$ cat src/rtl/cmd_mailbox_port.sv
module cmd_mailbox_port #(
  parameter logic [7:0] OPEN_CODE  = 8'h01,
  parameter logic [7:0] CLOSE_CODE = 8'h03,
  parameter logic [7:0] ABORT_CODE = 8'h22
) (
  input  logic       clk,
  input  logic       rst_n,
  input  logic       host_addr,
  input  logic       host_wr,
  input  logic       host_rd,
  input  logic [7:0] host_wdata,
  output logic [7:0] host_rdata,
  output logic       cmd_valid,
  input  logic       cmd_ready,
  output logic [7:0] cmd_data,
  output logic       cmd_done,
  output logic       cmd_abort,
  input  logic       rsp_valid,
  output logic       rsp_ready,
  input  logic [7:0] rsp_data,
  input  logic       rsp_last
);

  typedef enum logic [2:0] {ST_IDLE, ST_RECV, ST_PAY, ST_TAIL, ST_DRAIN} st_t;

  st_t        state;
  logic       obf, ibf, f0, a2;
  logic [7:0] dout;
  logic       rdy, ibr;

  wire wr_cmd = host_wr &  host_addr;
  wire wr_dat = host_wr & ~host_addr;
  wire rd_dat = host_rd & ~host_addr;
  wire abort  = wr_cmd && (host_wdata == ABORT_CODE);

  assign rdy        = (state == ST_IDLE);
  assign ibr        = (state == ST_RECV);
  assign cmd_valid  = ibf;
  assign rsp_ready  = (state == ST_PAY) && !obf;
  assign host_rdata = host_addr ? {2'b00, ibr, rdy, a2, f0, ibf, obf} : dout;

  always_ff @(posedge clk) begin
    if (!rst_n) begin
      state     <= ST_IDLE;
      obf       <= 1'b0;
      ibf       <= 1'b0;
      f0        <= 1'b0;
      a2        <= 1'b0;
      dout      <= 8'h00;
      cmd_data  <= 8'h00;
      cmd_done  <= 1'b0;
      cmd_abort <= 1'b0;
    end else begin
      cmd_done  <= 1'b0;
      cmd_abort <= 1'b0;
      if (wr_cmd) a2 <= 1'b1;
      else if (wr_dat) a2 <= 1'b0;

      if (abort) begin
        state     <= ST_IDLE;
        obf       <= 1'b0;
        ibf       <= 1'b0;
        f0        <= 1'b0;
        cmd_abort <= 1'b1;
      end else begin
        if (rd_dat && obf) begin
          obf <= 1'b0;
          f0  <= 1'b0;
        end
        if (ibf && cmd_ready) ibf <= 1'b0;

        case (state)
          ST_IDLE:
            if (wr_cmd && host_wdata == OPEN_CODE) state <= ST_RECV;
          ST_RECV:
            if (wr_dat && !ibf) begin
              ibf      <= 1'b1;
              cmd_data <= host_wdata;
            end else if (wr_cmd && host_wdata == CLOSE_CODE && !ibf) begin
              state    <= ST_PAY;
              cmd_done <= 1'b1;
              obf      <= 1'b1;
              f0       <= 1'b1;
              dout     <= OPEN_CODE;
            end
          ST_PAY:
            if (rsp_valid && rsp_ready) begin
              dout <= rsp_data;
              obf  <= 1'b1;
              f0   <= 1'b0;
              if (rsp_last) state <= ST_TAIL;
            end
          ST_TAIL:
            if (!obf) begin
              dout  <= CLOSE_CODE;
              obf   <= 1'b1;
              f0    <= 1'b1;
              state <= ST_DRAIN;
            end
          ST_DRAIN:
            if (rd_dat && obf) state <= ST_IDLE;
          default: state <= ST_IDLE;
        endcase
      end
    end
  end

endmodule

$ cat config.mk
export PLATFORM = sky130hd
export DESIGN_NAME = cmd_mailbox_port
export DESIGN_NICKNAME = d
export VERILOG_FILES = /design/src/rtl/cmd_mailbox_port.sv
export SDC_FILE = /design/constraint.sdc
export NUM_CORES = 1
export LEC_CHECK = 0
export ABC_CLOCK_PERIOD_IN_PS = 1950
export CAP_MARGIN = 20
export CORE_MARGIN = 2
export CORE_UTILIZATION = 52
export CTS_CLUSTER_SIZE = 12
export DETAILED_ROUTE_END_ITERATION = 6
export DONT_BUFFER_PORTS = 1
export PLACE_DENSITY = 0.67
export SYNTH_ARGS = -nofsm -noshare
export SYNTH_HDL_FRONTEND = slang
export SYNTH_SLANG_ARGS = --single-unit
export TNS_END_PERCENT = 100
$ cat constraint.sdc
create_clock -name clk -period 1.95 [get_ports clk]
set_input_delay 0.195 -clock clk [delete_from_list [all_inputs] [get_ports clk]]
set_output_delay 0.195 -clock clk [all_outputs]
set_load 0.05 [all_outputs]
==> results.md, run 1 <==
* Status: complete, no violations
* GRT overflow at 0
* Tmin final at 1.80 ns
* Highest layer used for signal routing: met4
* Reg-to-reg endpoint: dout[2]
* Nets at 170
* Vias in the first global route at 903
* Leakage at 0.540 nW
* Overall global routing resource usage at 19.3%
* Cells on Worst Hold Path at 2
* Reg2reg start: state[0]
* RSZ-0062 raised after global routing: false
* Drt first pass iters at 4
* Mapped Nets at 163
* MaxCap Viol Count at 0
* Met3 routed WL at 209 um
* Detailed-route via count at 1015
* Worst Path Required at 1.75 ns
* Post-synth cell types at 37
* Metal1 wirelength at 1.09 mm
* Die Height at 53.0 um
* Yosys Warn Count at 0
* Drt total wl at 2.56 mm
* Critical Path AT at 1.61 ns
* Power per Cell Area at 1040 nW/um2
* Detailed-route DRC error count at 0
* Syn_area_per_cell at 8.99 um2
* First DRT Iteration DRCs at 16
* Hold WC Path Type: in2reg
* CTS Buffer Depth at 2
* Pin count of the biggest net entering global routing at 20
* Worst-path maximum fanout at 14
* Die ar. at 2810 um2
* I/O pins at 44
* Worst Clk Skew at 0.0109 ns
* Worst-Skew Late Latency at 0.31 ns
* Crit-path cells: nor3b_2 > mux2_2
* Fraction of registers with async set or reset after synthesis at 0%
* Synth top area share at 40.0%
* Worst vdd ir at 529 uV
* Area Overhead vs Synth at 7.71%
* Core area at 2230 um2
* Routability-driven placement congestion ratio at 0.905
* H-tree depth at 1
* Share of cells above drive strength 1 at 21.4%
* Initial Util at 56.0%
* Via/cell ratio at 5.87
* Min-delay src: host_wdata[6]
* Post-DP HPWL at 1.93 mm
* Final Cycle Share at 92.5%
* CTS clock-pin slew for the worst setup and hold paths at 0.13 ns
* Hold Violations, Final at 0
* Number of synthesized flops with an enable pin at 0
* ANT cells at 0
* Fin cells at 173
* CTS root buf: clkbuf_4
* Routed len/inst at 14.8 um
* Routed Antenna Nets at 0
* Crit end category: output port
* First-pass GRT wire length at 3.95 mm
* Yosys top cell by area: dfxtp_1
* Primary FF master, synth: dfxtp_1
* Num rows at 17
* Dpl cells at 169
* Most frequent cells in the layout: 25 x dfxtp_1, 17 x nand2_1, 16 x nor2_1
* Post-CTS setup buffer count at 0
* TritonCTS buffer count at 3
* R2r setup slk at 0.22 ns
* Met2 routed WL at 1.21 mm
* Syn Std Cell Area at 1250 um2
* Upper clock frequency limit at 555 MHz
* Final Setup Violations at 0
* Seq cells post-synth at 25
* Clock Sinks at 25
* Gate Count Post-Synth at 139
* CTS tree: done
* Slew Limit Fails at 0
* Crit path kind: reg2out
* # port buffers at 0
* Total negative setup slack at 0 ns
* Rel. slew slack at 65.7%
* Seq/Total Area, Yosys at 40.0%
* Worst-Margin Slew at 0.513 ns
* Initial antenna violation count at 0
* Hold Path End: cmd_data[6]
* Cells on worst reg2reg path at 5
* Crit-path max cell delay at 0.59 ns
* Die width at 53.0 um
* Critical Path Start Type: flip-flop
* Largest cells by area after synthesis: dfxtp_1 40%, mux2i_1 8.8%, nand2_1 5.1%
* Most common cell after layout, fill and taps aside: dfxtp_1
* CP max stage cell: dfxtp_1
## worst max path at each step
stage | startpoint | to | depth (start not counted)
floorplan | state[2] | f0 | 6
global placement | state[0] | dout[2] | 5
detailed placement | state[0] | dout[2] | 5
CTS | state[0] | host_rdata[5] | 2
global route | state[0] | host_rdata[5] | 2
finish | state[0] | host_rdata[5] | 2
## cell type report
class                           count  area (um2)
Fill cell                         226         887
Multi-Input combinational cell    105         712
Sequential cell                    25         500
Timing Repair Buffer                8        60.1
Tap cell                           28        35.0
Clock buffer                        3        22.5
Inverter                            3        11.3
Clock inverter                      1        5.00
## layer usage
metal / up-vias / global-route usage, %
li1: 504 / -
met1: 468 / 24.7
met2: 37 / 30.2
met3: 6 / 4.80
met4: 0 / 9.40
met5: - / 0
## cell usage after synthesis (2+ instances only)
cell,n
dfxtp_1,25
nand2_1,17
nor2_1,16
mux2i_1,11
a21oi_1,8
nor2b_1,6
or2_2,6
mux2_2,5
a31oi_1,3
buf_2,3
nor3_1,3
nor3b_1,3
or3_1,3
clkbuf_1,2
inv_1,2
nand3_1,2
nand3b_1,2
nand4_1,2
o21ai_0,2
## worst max-delay path: cells and delay by family, from the launching register on
kind / cells / cell delay, ns
muxes: 1 / 0.38
DFF: 1 / 0.59
and+or+nand+nor: 1 / 0.32
## through the flow
stage | total power, mW | setup WS (ns) | utilization, % | hold slack [ns] | area (um2)
global route | 1.50 | 0.0249 | 60.3 | 0.00308 | 1350
detailed placement | 1.19 | 0.269 | 58.8 | 0.349 | 1310
CTS | 1.42 | 0.128 | 60.3 | 0.00132 | 1350
global placement | 1.18 | 0.337 | 58.8 | 0.340 | 1310
finish | 1.40 | 0.147 | 60.3 | 0.0143 | 1350
floorplan | 1.12 | 0.0520 | - | 0.339 | 1250
## kinds of logic after synthesis
logic type | count (synthesis) | synth area share [%]
AO/OA/AOI/OAI | 21 | 12.8
AND/OR/NAND/NOR | 68 | 30.2
multiplexers | 16 | 13.3
flip-flops | 25 | 40.0
buffers and inverters | 9 | 3.60
## state kept, by name (all words and copies together), names as in the netlist
register	flops
a2	1
cmd_done	1
cmd_abort	1
cmd_data	8
dout	8
cmd_valid	1
obf	1
state	3
f0	1
## where the power goes
| group | total, mW | switching (mW) | internal (mW) | leakage, nW |
|---|---|---|---|---|
| clock network | 0.224 | 0.147 | 0.0767 | 0.0177 |
| registers | 0.661 | 0.0988 | 0.563 | 0.203 |
| logic | 0.518 | 0.323 | 0.195 | 0.320 |
| total | 1.40 | 0.569 | 0.834 | 0.540 |
## repair_timing
| action | in CTS | in global routing |
|---|---|---|
| resized for setup | 1 | 0 |
| hold buffers | 0 | 0 |
| setup endpoints to repair | 1 | 0 |
Power figures use the tool's default switching activity.
==> inputs of run 2 (changes only) <==
--- a/config.mk
+++ b/config.mk
@@ -5,6 +5,7 @@
 export SDC_FILE = /design/constraint.sdc
 export NUM_CORES = 1
 export LEC_CHECK = 0
+export ABC_AREA = 1
 export ABC_CLOCK_PERIOD_IN_PS = 1950
 export CAP_MARGIN = 20
 export CORE_MARGIN = 2
==> results.md, run 2 <==
* Routed len/inst at 11.9 um
* Gate Count Post-Synth at 203
* Area Overhead vs Synth at 14.4%
* Post-Synth Simple-Gate Area at 37.8%
* Primary FF master, synth: dfxtp_1
* Upper clock frequency limit at 586 MHz
* Synth Area in Adders at 0%
* Hold WC Path Type: in2reg
* Status: complete, no violations
* Worst-Skew Late Latency at 0.33 ns
* H-tree depth at 1
* Syn_area_per_cell at 6.82 um2
* Commonest cells in the netlist: 41 x nand2_1, 31 x nor2_1, 28 x inv_1
* CTS clock-pin slew for the worst setup and hold paths at 0.15 ns
* Crit end category: flip-flop
* Detailed-route DRC error count at 0
* Leakage at 0.747 nW
* Die Height at 55.6 um
* Post-synthesis xor/xnor area fraction at 0%
* Initial Util at 55.4%
* Fraction of registers with async set or reset after synthesis at 0%
* Detailed-route via count at 1243
* Nets at 247
* Fraction of synthesized area in multiplexers at 0%
* Cells on Worst Hold Path at 3
* CTS Buffer Depth at 2
* Post-synth cell types at 27
* Tmin final at 1.71 ns
* Dpl cells at 237
* Final Cycle Share at 87.4%
* Critical Path AT at 1.96 ns
* Vias in the first global route at 1234
* Num rows at 18
* Synth top area share at 36.1%
* CTS tree: done
* Placed inst area at 1440 um2
* Rel. slew slack at 54.9%
* Worst Clk Skew at 0.0160 ns
* Mapped Nets at 227
* MaxCap Viol Count at 0
* Fin cells at 252
* Most frequent cells in the layout: 41 x nand2_1, 31 x nor2_1, 28 x inv_1
* Cells on worst reg2reg path at 7
* Die ar. at 3090 um2
* Die width at 55.6 um
* Drt total wl at 3.00 mm
* Power per Cell Area at 1380 nW/um2
* Critical Path Start Type: input port
* Final Setup Violations at 0
* Post-DP HPWL at 2.32 mm
* Initial antenna violation count at 0
* Largest cells by area after synthesis: dfxtp_1 36%, nand2_1 11%, nor2_1 8.4%
* Biggest regs: cmd_data x8, dout x8, state x3
* Worst Path Required at 2.21 ns
* Reg-to-reg endpoint: dout[3]
* Worst vdd ir at 1010 uV
* Post-route cell area at 1580 um2
* Yosys top cell by area: dfxtp_1
* Clock Sinks at 25
* TritonCTS buffer count at 3
* Seq cells post-synth at 25
* Final hold slack at 0.0269 ns
* Post-layout util at 63.4%
* Total power at 2.19 mW
* Core area at 2500 um2
* Total negative setup slack at 0 ns
* Hold Path End: a2
* GRT overflow at 0
* Share of cells above drive strength 1 at 20.3%
* ANT cells at 0
* Yosys Warn Count at 0
* Drt first pass iters at 4
* R2r setup slk at 0.38 ns
* Most common cell after layout, fill and taps aside: nand2_1
* Routed Antenna Nets at 0
* Overall global routing resource usage at 21.1%
* Number of synthesized flops with an enable pin at 0
* Worst-path maximum fanout at 17
* Via/cell ratio at 4.93
* # port buffers at 0
* RSZ-0062 raised after global routing: false
* First DRT Iteration DRCs at 26
* I/O pins at 44
* Routability-driven placement congestion ratio at 0.791
* Cell with the most instances after synthesis: nand2_1
* Setup ws final at 0.245 ns
* Post-place setup slack at 0.388 ns
* Syn Std Cell Area at 1390 um2
* Crit path kind: in2reg
* Largest family of logic cells by synthesized area: simple AND/OR/NAND/NOR gates
* Min-delay src: host_wr
* Slew Limit Fails at 0
* First-pass GRT wire length at 5.24 mm
* Seq/Total Area, Yosys at 36.1%
* Pin count of the biggest net entering global routing at 19
* Hold Violations, Final at 0
* Synth Area in Compound Gates at 13.3%
* Worst-Margin Slew at 0.674 ns
* CTS root buf: clkbuf_4
* Reg2reg start: state[1]
-- run 2: repair_timing --
item	4_1_cts	5_1_grt
hold buffers	10	1
buffers inserted	0	0
endpoints found under the setup margin	0	0
gates resized for setup	0	0
hold endpoints to repair	17	1
-- run 2: metal layers --
metal / global-route usage, % / vias up / routed length [um]
li1: - / 669 / -
met1: 24.4 / 539 / 1310
met2: 37.1 / 30 / 1470
met3: 5.12 / 5 / 174
met4: 8.71 / 0 / 42
met5: 0 / - / 0
-- run 2: how the worst max path moves through the flow --
stage                     startpoint            end  slack [ns]  cells after the start
after floorplan            host_addr  host_rdata[4]        0.13                      3
after global placement      state[1]        dout[6]        0.41                      7
after detailed placement    state[1]        dout[3]        0.39                      7
after CTS                   state[0]  host_rdata[5]        0.23                      5
after global routing           rst_n       state[2]        0.08                      5
final                          rst_n       cmd_done        0.24                      5
-- run 2: critical path: stages --
cell and delay [ns]:
dlygate4sd3_1 0.97, inv_1 0.18, nor2_1 0.35, inv_1 0.15, nor2_1 0.12
-- run 2: final cells by class --
type,count,area (um2)
Clock buffer,3,22.5
Clock inverter,1,7.51
Fill cell,250,916
Inverter,33,124
Multi-Input combinational cell,139,707
Sequential cell,25,500
Tap cell,30,37.5
Timing Repair Buffer,21,185
-- run 2: logic make-up after synthesis --
| logic type | after synthesis |
|---|---|
| AND/OR/NAND/NOR | 109 |
| buffers and inverters | 39 |
| AO/OA/AOI/OAI | 30 |
| flip-flops | 25 |
-- run 2: where the power goes --
part           total, mW  switching, mW  internal, mW
registers          0.785          0.149         0.637
clock network      0.240          0.162        0.0785
logic               1.16          0.775         0.384
==> inputs of run 3 (changes only) <==
--- a/config.mk
+++ b/config.mk
@@ -5,15 +5,14 @@
 export SDC_FILE = /design/constraint.sdc
 export NUM_CORES = 1
 export LEC_CHECK = 0
-export ABC_AREA = 1
 export ABC_CLOCK_PERIOD_IN_PS = 1950
 export CAP_MARGIN = 20
 export CORE_MARGIN = 2
-export CORE_UTILIZATION = 52
+export CORE_UTILIZATION = 60
 export CTS_CLUSTER_SIZE = 12
 export DETAILED_ROUTE_END_ITERATION = 6
 export DONT_BUFFER_PORTS = 1
-export PLACE_DENSITY = 0.67
+export PLACE_DENSITY = 0.76
 export SYNTH_ARGS = -nofsm -noshare
 export SYNTH_HDL_FRONTEND = slang
 export SYNTH_SLANG_ARGS = --single-unit
==> results.md, run 3 (same netlist as run 1, synthesis figures left out) <==
* Status: complete, no violations
* First DRT Iteration DRCs at 23
* Slew Limit Fails at 0
* Post-layout util at 68.5%
* Routed len/inst at 14.9 um
* Worst vdd ir at 636 uV
* Total negative setup slack at 0 ns
* Leakage at 0.537 nW
* Crit path kind: reg2out
* Rel. slew slack at 64.1%
* I/O pins at 44
* Drt first pass iters at 4
* CTS root buf: clkbuf_4
* Die width at 49.6 um
* Via/cell ratio at 5.84
* Dpl cells at 168
* Pin count of the biggest net entering global routing at 20
* First-pass GRT wire length at 4.18 mm
* Hold Violations, Final at 0
* Initial Util at 63.7%
* Worst-Margin Slew at 0.538 ns
* Hold WC Path Type: in2reg
* Biggest regs: cmd_data x8, dout x8, state x3
* Area Overhead vs Synth at 7.51%
* CTS Buffer Depth at 2
* Overall global routing resource usage at 21.6%
* Reg-to-reg endpoint: dout[3]
* Fin cells at 172
* CTS tree: done
* Nets at 170
* Drt total wl at 2.56 mm
* Worst-Skew Late Latency at 0.31 ns
* Final Setup Violations at 0
* Clock Sinks at 25
* Hold Path End: cmd_data[1]
* # resized after CTS at 1
* Critical Path Start Type: flip-flop
* Cells on Worst Hold Path at 2
* Vias in the first global route at 990
* Power per Cell Area at 1050 nW/um2
* Cells on worst reg2reg path at 5
* GRT overflow at 0
* Initial antenna violation count at 0
* MaxCap Viol Count at 0
* Routed Antenna Nets at 0
* Worst Clk Skew at 0.00449 ns
* Crit end category: output port
* Die Height at 49.6 um
* Tmin final at 1.82 ns
* Upper clock frequency limit at 550 MHz
* Share of cells above drive strength 1 at 20.7%
* Routability-driven placement congestion ratio at 0.816
* TritonCTS buffer count at 3
* H-tree depth at 1
* Critical Path AT at 1.62 ns
* Post-CTS setup buffer count at 0
* Detailed-route via count at 1005
* CTS hold repair buffers at 0
* Post-DP HPWL at 1.98 mm
* Min-delay src: host_wdata[1]
* RSZ-0062 raised after global routing: false
* Detailed-route DRC error count at 0
* Reg2reg start: state[0]
* Final Cycle Share at 93.3%
* # port buffers at 0
* CTS clock-pin slew for the worst setup and hold paths at 0.13 ns
* Die ar. at 2460 um2
* R2r setup slk at 0.21 ns
* Num rows at 16
* ANT cells at 0
* Worst-path maximum fanout at 14
* Most frequent cells in the layout: 25 x dfxtp_1, 17 x nand2_1, 16 x nor2_1
* Most common cell after layout, fill and taps aside: dfxtp_1
* Worst Path Required at 1.75 ns
* Core area at 1960 um2
[run 3: cell count changes in the layout (fill, tap and decap cells not counted), sizes merged, moves of 4 or more]
cell / delta
or2: +5
dlygate4sd3: -11
mux2i: +11
o21ai: -14
mux2: +5
nor2b: +6
nor2: -25
a21oi: -4
nand3: -10
inv: -31
nand2: -29
[run 3: critical path, cell delays in order (launching register included)]
cell and delay (ns):
dfxtp_1 0.59, nor3b_2 0.33, mux2_2 0.39
[run 3: power breakdown]
part | switching (mW) | internal [mW] | leakage [nW] | total (mW)
combinational | 0.334 | 0.195 | 0.320 | 0.529
clock | 0.141 | 0.0798 | 0.0150 | 0.220
sequential | 0.100 | 0.563 | 0.203 | 0.663
total | 0.575 | 0.838 | 0.537 | 1.41
[run 3: how the worst max path moves through the flow]
stage / slack [ns] / end / depth (start not counted) / start
CTS: 0.13 / host_rdata[5] / 2 / state[0]
finish: 0.13 / host_rdata[5] / 2 / state[0]
detailed placement: 0.23 / dout[3] / 5 / state[0]
global placement: 0.32 / dout[2] / 5 / state[0]
global route: 0.03 / dout[3] / 5 / state[0]
floorplan: 0.05 / f0 / 6 / state[2]
[run 3: area by class of cell]
cell class | count | area, um2
clock buffer | 4 | 26.3
timing repair buffer | 8 | 60.1
tap | 27 | 33.8
sequential | 25 | 500
inverter | 3 | 11.3
fill | 185 | 618
multi-input combinational | 105 | 712
[run 3: metal layers]
layer / routed length (um) / vias to the layer above / GRT usage, % / share of wire (%)
met5: 0 / - / 0 / 0
met4: 43 / 0 / 9.26 / 1.7
met3: 135 / 4 / 4.24 / 5.3
met2: 1250 / 32 / 37.1 / 49
met1: 1130 / 473 / 25.9 / 44
li1: - / 496 / - / -
[run 3: stage by stage]
step | instance area, um2 | hold slack, ns | power [mW] | setup slack (ns)
5_1_grt | 1340 | 0.00167 | 1.50 | 0.0325
2_1_floorplan | 1250 | 0.339 | 1.12 | 0.0520
3_5_place_dp | 1310 | 0.349 | 1.20 | 0.225
3_3_place_gp | 1310 | 0.343 | 1.18 | 0.316
4_1_cts | 1340 | 0.0155 | 1.43 | 0.131
6_report | 1340 | 0.0287 | 1.41 | 0.131
